`src/rtl/sysreg_acc_pkg.sv`:
```
package sysreg_acc_pkg;
   typedef enum logic [1:0] {LVL0 = 2'd0, LVL1 = 2'd1, LVL2 = 2'd2, LVL3 = 2'd3} lvl_e;
   typedef enum logic [1:0] {
      OUT_NOMATCH = 2'd0,
      OUT_UNDEF   = 2'd1,
      OUT_TRAP    = 2'd2,
      OUT_ALLOW   = 2'd3
   } outcome_e;
   typedef struct packed {
      outcome_e kind;
      lvl_e     target;
   } verdict_t;
endpackage

```
`src/rtl/sysreg_acc_policy.sv`:
```
module sysreg_acc_policy
   import sysreg_acc_pkg::*;
(
   input  lvl_e     lvl,
   input  logic     trap_l1,
   input  logic     trap_l2,
   input  logic     trap_l3,
   input  logic     l2_on,
   input  logic     l3_on,
   input  logic     l2_nar,
   input  logic     l3_nar,
   output verdict_t verdict
);
   logic l2_gate;
   logic l3_gate;

   always_comb begin
      l2_gate = l2_on && !l2_nar && trap_l2;
      l3_gate = l3_on && !l3_nar && trap_l3;
      verdict = '{kind: OUT_ALLOW, target: LVL0};
      unique case (lvl)
         LVL0: verdict = '{kind: OUT_UNDEF, target: LVL0};
         LVL1: begin
            if (trap_l1)      verdict = '{kind: OUT_TRAP, target: LVL1};
            else if (l2_gate) verdict = '{kind: OUT_TRAP, target: LVL2};
            else if (l3_gate) verdict = '{kind: OUT_TRAP, target: LVL3};
         end
         LVL2: begin
            if (trap_l2)      verdict = '{kind: OUT_TRAP, target: LVL2};
            else if (l3_gate) verdict = '{kind: OUT_TRAP, target: LVL3};
         end
         LVL3: begin
            if (trap_l3)      verdict = '{kind: OUT_TRAP, target: LVL3};
         end
         default:            verdict = '{kind: OUT_UNDEF, target: LVL0};
      endcase
   end
endmodule

```
`config.mk`:
```
export PLATFORM = sky130hd
export DESIGN_NAME = sysreg_acc_policy
export DESIGN_NICKNAME = d
export VERILOG_FILES = /design/src/rtl/sysreg_acc_pkg.sv /design/src/rtl/sysreg_acc_policy.sv
export SDC_FILE = /design/constraint.sdc
export NUM_CORES = 1
export LEC_CHECK = 0
export BUFFER_PORTS_ARGS = -buffer_cell sky130_fd_sc_hd__clkbuf_2
export CAP_MARGIN = 40
export CORE_AREA = 2 2 39 41
export DETAILED_ROUTE_END_ITERATION = 8
export DIE_AREA = 0 0 41 43
export GPL_TIMING_DRIVEN = 0
export MAX_ROUTING_LAYER = met4
export SLEW_MARGIN = 20
export SYNTH_ARGS = -nofsm -noshare
export SYNTH_HDL_FRONTEND = slang
export SYNTH_SLANG_ARGS = --single-unit
```
`constraint.sdc`:
```
create_clock -name vclk -period 0.8
set_input_delay 0 -clock vclk [all_inputs]
set_output_delay 0 -clock vclk [all_outputs]
set_load 0.1 [all_outputs]
```
Yosys cells after proc, flatten, opt, wreduce, memory -nomap -nowiden
Cells that the tools add are included.
- bits in registers: 0
- bits in latches: 0
- bits in writable memories: 0
- ROM bits: 0
- input bits: 9
- output and inout port bits: 4
- word-level logic and storage cells: 16
- memories kept: 0
- $add $sub $neg: 0
- $mul: 0
- divide/modulo/power cells: 0
- magnitude comparators: 0
- equality and inequality tests: 3
- shift-type cells: 0
- multiplexer cells: 6
- bitwise operators: 0
- reductions and logical operators: 7
- operators by type and width (cell ; count):
    4-bit one-hot mux with 4 select lines ; 1
    3-bit two-way mux ; 4
    2-bit == test, second input constant ; 2
    1-bit logical AND ; 4
    4-bit two-way mux ; 1
    2-bit by 1-bit == test with 1-bit output, second input constant ; 1
    1-bit zero test ; 2
    2-bit zero test ; 1

Logic depth before layout (Yosys ltp)
Gate-level depths: netlist of run 1.
- word-level depth: 7
- depth in mapped cells: 3
- gate-level depth less buffers: 3

Worst setup path before layout of run 1
OpenSTA, ideal clock, no wires.
- kind: input port to output port
- start point: input l3_nar
- end point: output verdict[1] (netlist bit)
- arrival time: 1.791 ns
- required time: 0.800 ns
- setup slack: -0.991 ns
- stages: 3
- path buffers: 0
- cell sequence: and3b_2 -> nor2b_1 -> o211ai_1
- RTL lines (element ; RTL line ; text):
    from (decl) ; sysreg_acc_policy.sv:11 ; input logic l3_nar,
    to (decl) ; sysreg_acc_policy.sv:12 ; output verdict_t verdict

==> results of run 1 <==
## routing by layer
metal  GRT usage (%)  up-vias  routed length (um)
li1                -       90                   -
met1           4.114       79                 111
met2           10.00        4                 249
met3               0        0                  31
met4               0        0                   0
met5               -        -                   0
## per-stage QoR
step                cells  area (sq um)  hold WS [ns]  setup TNS, ns
floorplan              16         121.4        0.3036         -1.781
detailed placement     45         206.4        0.6296        -0.9450
CTS                    45         255.2        0.4905        -0.3653
finish                 45         261.5        0.4825        -0.3072
global placement       45         206.4        0.6331        -0.9511
global route           45         261.5        0.5022        -0.4813
## what timing repair did
item / 4_1_cts / 5_1_grt
endpoints found under the setup margin: 3 / 3
resized for setup: 8 / 2
pin swaps: 0 / 0
## kinds of logic (layout without fill, tap and decap cells)
family | after synthesis | in the layout | share of synthesized area, %
compound gates | 6 | 6 | 50.56
buf+inv | 2 | 15 | 6.744
simple gates | 8 | 8 | 42.69
## layout by cell type, fill, tap and decap left out
master | synthesis | layout
o211ai_2 | 1 | 1
a21oi_2 | 0 | 1
clkbuf_8 | 0 | 1
nor2b_2 | 0 | 1
inv_1 | 2 | 2
o211ai_1 | 1 | 1
nand2_1 | 2 | 2
o311ai_4 | 0 | 1
nor2_1 | 1 | 1
nand3_1 | 1 | 1
and3b_2 | 1 | 1
nand3b_1 | 2 | 2
a32o_1 | 1 | 1
o21ai_0 | 1 | 1
clkbuf_16 | 0 | 2
clkbuf_2 | 0 | 10
## power by group through the flow
stage               registers (mW)  logic, mW  clock network [mW]
CTS                              0      0.258                   0
floorplan                        0      0.162                   0
global route                     0      0.269                   0
finish                           0      0.259                   0
detailed placement               0      0.213                   0
global placement                 0      0.212                   0
## how the worst min path moves through the flow
stage	from	endpoint	slack, ns	cells after the start
2_1_floorplan	lvl[1]	verdict[0]	0.30	1
3_3_place_gp	lvl[0]	verdict[1]	0.63	4
3_5_place_dp	lvl[0]	verdict[1]	0.63	4
4_1_cts	lvl[0]	verdict[1]	0.49	4
5_1_grt	lvl[1]	verdict[0]	0.50	3
6_report	lvl[1]	verdict[0]	0.48	3
## final cells by class
class / count / area (sq um)
Timing Repair Buffer: 13 / 113.9
Multi-Input combinational cell: 14 / 120.1
Fill cell: 168 / 1122
Tap cell: 16 / 20.02
Inverter: 2 / 7.507
==> flow_metrics.py, run 1 <==
metrics = {
    "run_status": {
        "status": "complete, but fails checks",
        "violations": "setup timing",
    },
    "critical_path": {
        "crit_end": "verdict[0]",
        "end_kind": "primary output",
        "cp-start-kind": "primary input",
        "cp.arrival_ns": 0.93,
        "required_ns": 0.80,
        "cp_cell_sequence": "clkbuf_2, and3b_2, a21oi_2, o311ai_4, clkbuf_16",
        "critPathBufInv": 2,
        "critical_path.top_delay_family": "buffers and inverters",
        "startpoint": "l3_nar",
        "cp_slowest_cell": "and3b_2",
        "path_max_fanout": 4,
        "path_depth": 5,
        "cpPeakStageDelay_ns": 0.28,
        "critPathKind": "primary input to primary output",
    },
    "timing": {
        "grt_setup_unrepaired": "true",
        "fin_crit_ns": 0.9313,
        "worst_pin_slew_ns": 0.5383,
        "hold_viol_final": 0,
        "finalSetupViolCount": 3,
        "layout_setup_ws_ns": -0.1313,
        "clock.fmax_ghz": 1.074,
        "slew_violations": 0,
        "slew_headroom_pct": 64.26,
        "finalCritPeriodShare_pct": 116.4,
    },
    "synth": {
        "synth_area_sq_um": 111.4,
        "synth_cell_types": 13,
        "netlist_instances": 16,
        "ys_warn_count": 0,
        "syn_nets": 25,
        "synthTopCellsByArea": "o311ai_2 (15%), nand3b_1 (13%), o211ai_2 (11%)",
        "synth_top_area_cell": "o311ai_2",
        "ys_seq_area_share_pct": 0,
        "ys_top_cells_by_count": "inv_1 (2), nand2_1 (2), nand3b_1 (2)",
        "synth.avg_cell_area_sq_um": 6.960,
        "synth.top_cell.area_share_pct": 14.61,
    },
    "die": {
        "chipHeight_um": 43,
        "core-area_sq_mm": 0.001384,
        "fp.dieW_um": 41,
        "io-pin-count": 13,
        "die_area_sq_mm": 0.001763,
        "placementRows": 14,
        "initial_core_util_pct": 8.047,
    },
    "power": {
        "pwr_density_cell_mw_per_mm2": 990.9,
        "power.switching_mw": 0.1683,
        "ir_worst_vdd_mv": 0.1348,
        "pwr-share-seq_pct": 0,
        "power.internal_mw": 0.09087,
        "total_leakage_power_nw": 0.1226,
        "p_sw_share_pct": 64.93,
        "clkPwrFrac_pct": 0,
        "p_comb_share_pct": 100.0,
        "totalPowerFinal_mw": 0.2591,
    },
    "drt": {
        "first_iter_violations": 2,
        "totalWireLength_um": 392,
        "drt.antenna.violating_nets": 0,
        "dr.pass1.iters": 2,
        "vias_per_cell": 3.844,
        "drc": 0,
        "routedWlPerCell_um": 8.711,
        "via_count": 173,
    },
    "finish": {
        "final_net_count": 40,
        "drive_above_1_share_pct": 62.07,
        "utilization_pct": 18.90,
        "regArea_sq_um": 0,
        "area_growth_pct": 134.8,
        "antennaDiodeCount": 0,
        "n_clock_buffer": 0,
        "nFlopsAndLatches": 0,
    },
    "place": {
        "io_buffer_count": 13,
        "place.gp.congestion": 0.6815,
        "dpl_worst_slack_ns": -0.3505,
        "hpwl_um": 365.1,
    },
    "global_routing": {
        "grt_use_total_pct": 4.606,
        "grt_max_degree": 7,
        "overflow": 0,
        "grt_pass1_vias": 180,
        "antenna_found_initial": 0,
        "grt_pass1_wl_um": 593,
    },
    "clock_network": {
        "hold_buffers": 0,
        "postCtsSetupRepairBufs": 0,
    },
    "job": {
        "drv_cap": 0,
    },
    "hold_path": {
        "holdCritPathClass": "primary input to primary output",
    },
}
No activity file was read; power rests on OpenSTA's default activity.
==> inputs of run 2 (changes only) <==
--- a/config.mk
+++ b/config.mk
@@ -10,8 +10,10 @@
 export CORE_AREA = 2 2 39 41
 export DETAILED_ROUTE_END_ITERATION = 8
 export DIE_AREA = 0 0 41 43
+export GPL_ROUTABILITY_DRIVEN = 0
 export GPL_TIMING_DRIVEN = 0
 export MAX_ROUTING_LAYER = met4
+export PLACE_DENSITY_LB_ADDON = 0.2
 export SLEW_MARGIN = 20
 export SYNTH_ARGS = -nofsm -noshare
 export SYNTH_HDL_FRONTEND = slang
==> constraint.sdc (replaced) <==
create_clock -name vclk -period 0.8
set_input_delay 0 -clock vclk [all_inputs]
set_output_delay 0 -clock vclk [all_outputs]
set_load 0.02 [all_outputs]
==> flow_metrics.py, run 2 (same netlist as run 1, synthesis figures left out) <==
metrics = {
    "critical_path": {
        "cpPeakStageDelay_ns": 0.28,
        "cp_cell_sequence": "clkbuf_2, and3b_2, o211ai_2, a32o_1, buf_2",
        "required_ns": 0.80,
        "critPathKind": "primary input to primary output",
        "end_kind": "primary output",
        "cp.arrival_ns": 0.83,
        "path_max_fanout": 4,
        "cp-start-kind": "primary input",
        "cp_slowest_cell": "and3b_2",
    },
    "drt": {
        "via_count": 174,
        "first_iter_violations": 2,
        "drt.antenna.violating_nets": 0,
        "totalWireLength_um": 407,
        "dr.pass1.iters": 3,
        "drc": 0,
        "routedWlPerCell_um": 9.044,
        "vias_per_cell": 3.867,
    },
    "die": {
        "placementRows": 14,
        "core-area_sq_mm": 0.001384,
        "die_area_sq_mm": 0.001763,
        "chipHeight_um": 43,
        "io-pin-count": 13,
        "fp.dieW_um": 41,
        "initial_core_util_pct": 8.047,
    },
    "timing": {
        "layout_setup_ws_ns": -0.03224,
        "grt_setup_unrepaired": "true",
        "slew_headroom_pct": 86.13,
        "timing.hold.ws_ns": 0.4240,
        "slew_violations": 0,
        "worst_pin_slew_ns": 0.2077,
        "clock.fmax_ghz": 1.202,
        "hold_viol_final": 0,
        "finalSetupViolCount": 3,
        "finalCritPeriodShare_pct": 104.0,
        "fin_crit_ns": 0.8322,
    },
    "clock_network": {
        "postCtsSetupRepairBufs": 0,
        "hold_buffers": 0,
    },
    "power": {
        "pwr_density_cell_mw_per_mm2": 554.8,
        "total_leakage_power_nw": 0.1017,
        "ir_worst_vdd_mv": 0.1521,
    },
    "finish": {
        "n_clock_buffer": 0,
        "final_common_cell": "clkbuf_2",
        "antennaDiodeCount": 0,
        "mostFrequentLayoutCells": "clkbuf_2 (9), inv_1 (2), nand2_1 (2), nand3b_1 (2), buf_4 (2)",
        "final_net_count": 40,
        "fillers": 159,
        "nFlopsAndLatches": 0,
        "utilization_pct": 15.46,
        "area_growth_pct": 92.13,
        "regArea_sq_um": 0,
        "drive_above_1_share_pct": 62.07,
    },
    "global_routing": {
        "antenna_found_initial": 0,
        "grt_pass1_vias": 124,
        "overflow": 0,
        "grt_use_total_pct": 4.299,
        "grt_max_degree": 7,
        "grt_pass1_wl_um": 545,
    },
    "run_status": {
        "status": "complete, but fails checks",
        "violations": "setup timing",
    },
    "hold_path": {
        "holdCritPathClass": "primary input to primary output",
    },
    "place": {
        "dpl_worst_slack_ns": -0.05291,
        "io_buffer_count": 13,
    },
    "job": {
        "drv_cap": 0,
    },
}
## run 2: per-stage QoR
stage	setup TNS (ns)	cells	cell area (sq um)	total power, mW
floorplan	0	16	111.4	0.05839
global placement	-0.1440	45	196.4	0.1093
detailed placement	-0.1324	45	196.4	0.1079
CTS	-0.1391	45	196.4	0.1082
global route	-0.1813	45	214.0	0.1293
finish	-0.05615	45	214.0	0.1187
## run 2: area by class of cell
cell class | instances | area, sq um | area share, %
well taps | 16 | 20.02 | 9.357
repair buffers | 13 | 76.32 | 35.67
inverters | 2 | 7.507 | 3.509
multi-input cells | 14 | 110.1 | 51.46
## run 2: final timing paths
path	from	endpoint	slack, ns	depth (start not counted)
max	l3_nar	verdict[2]	-0.03	5
min	trap_l3	verdict[0]	0.42	4
## run 2: metal layers
layer,GRT usage [%],wire (um),up-vias
met5,-,0,-
met4,0,0,0
met3,0,48,0
met2,4.688,115,13
met1,8.544,242,73
li1,-,-,88
## run 2: where the power goes
| part | switching [mW] | total (mW) | internal [mW] |
|---|---|---|---|
| Sequential | 0 | 0 | 0 |
| Clock | 0 | 0 | 0 |
| Combinational | 0.0634 | 0.119 | 0.0553 |
## run 2: worst max-delay path, delay by kind of cell
family	cells	cell delay, ns
AO/OA/AOI/OAI	2	0.32
buffers and inverters	2	0.22
AND/OR/NAND/NOR	1	0.28
## run 2: timing repair
action                                  in CTS  in global routing
pin swaps                                    0                  3
resized for setup                            0                 10
endpoints found under the setup margin       3                  3
gates cloned                                 0                  0
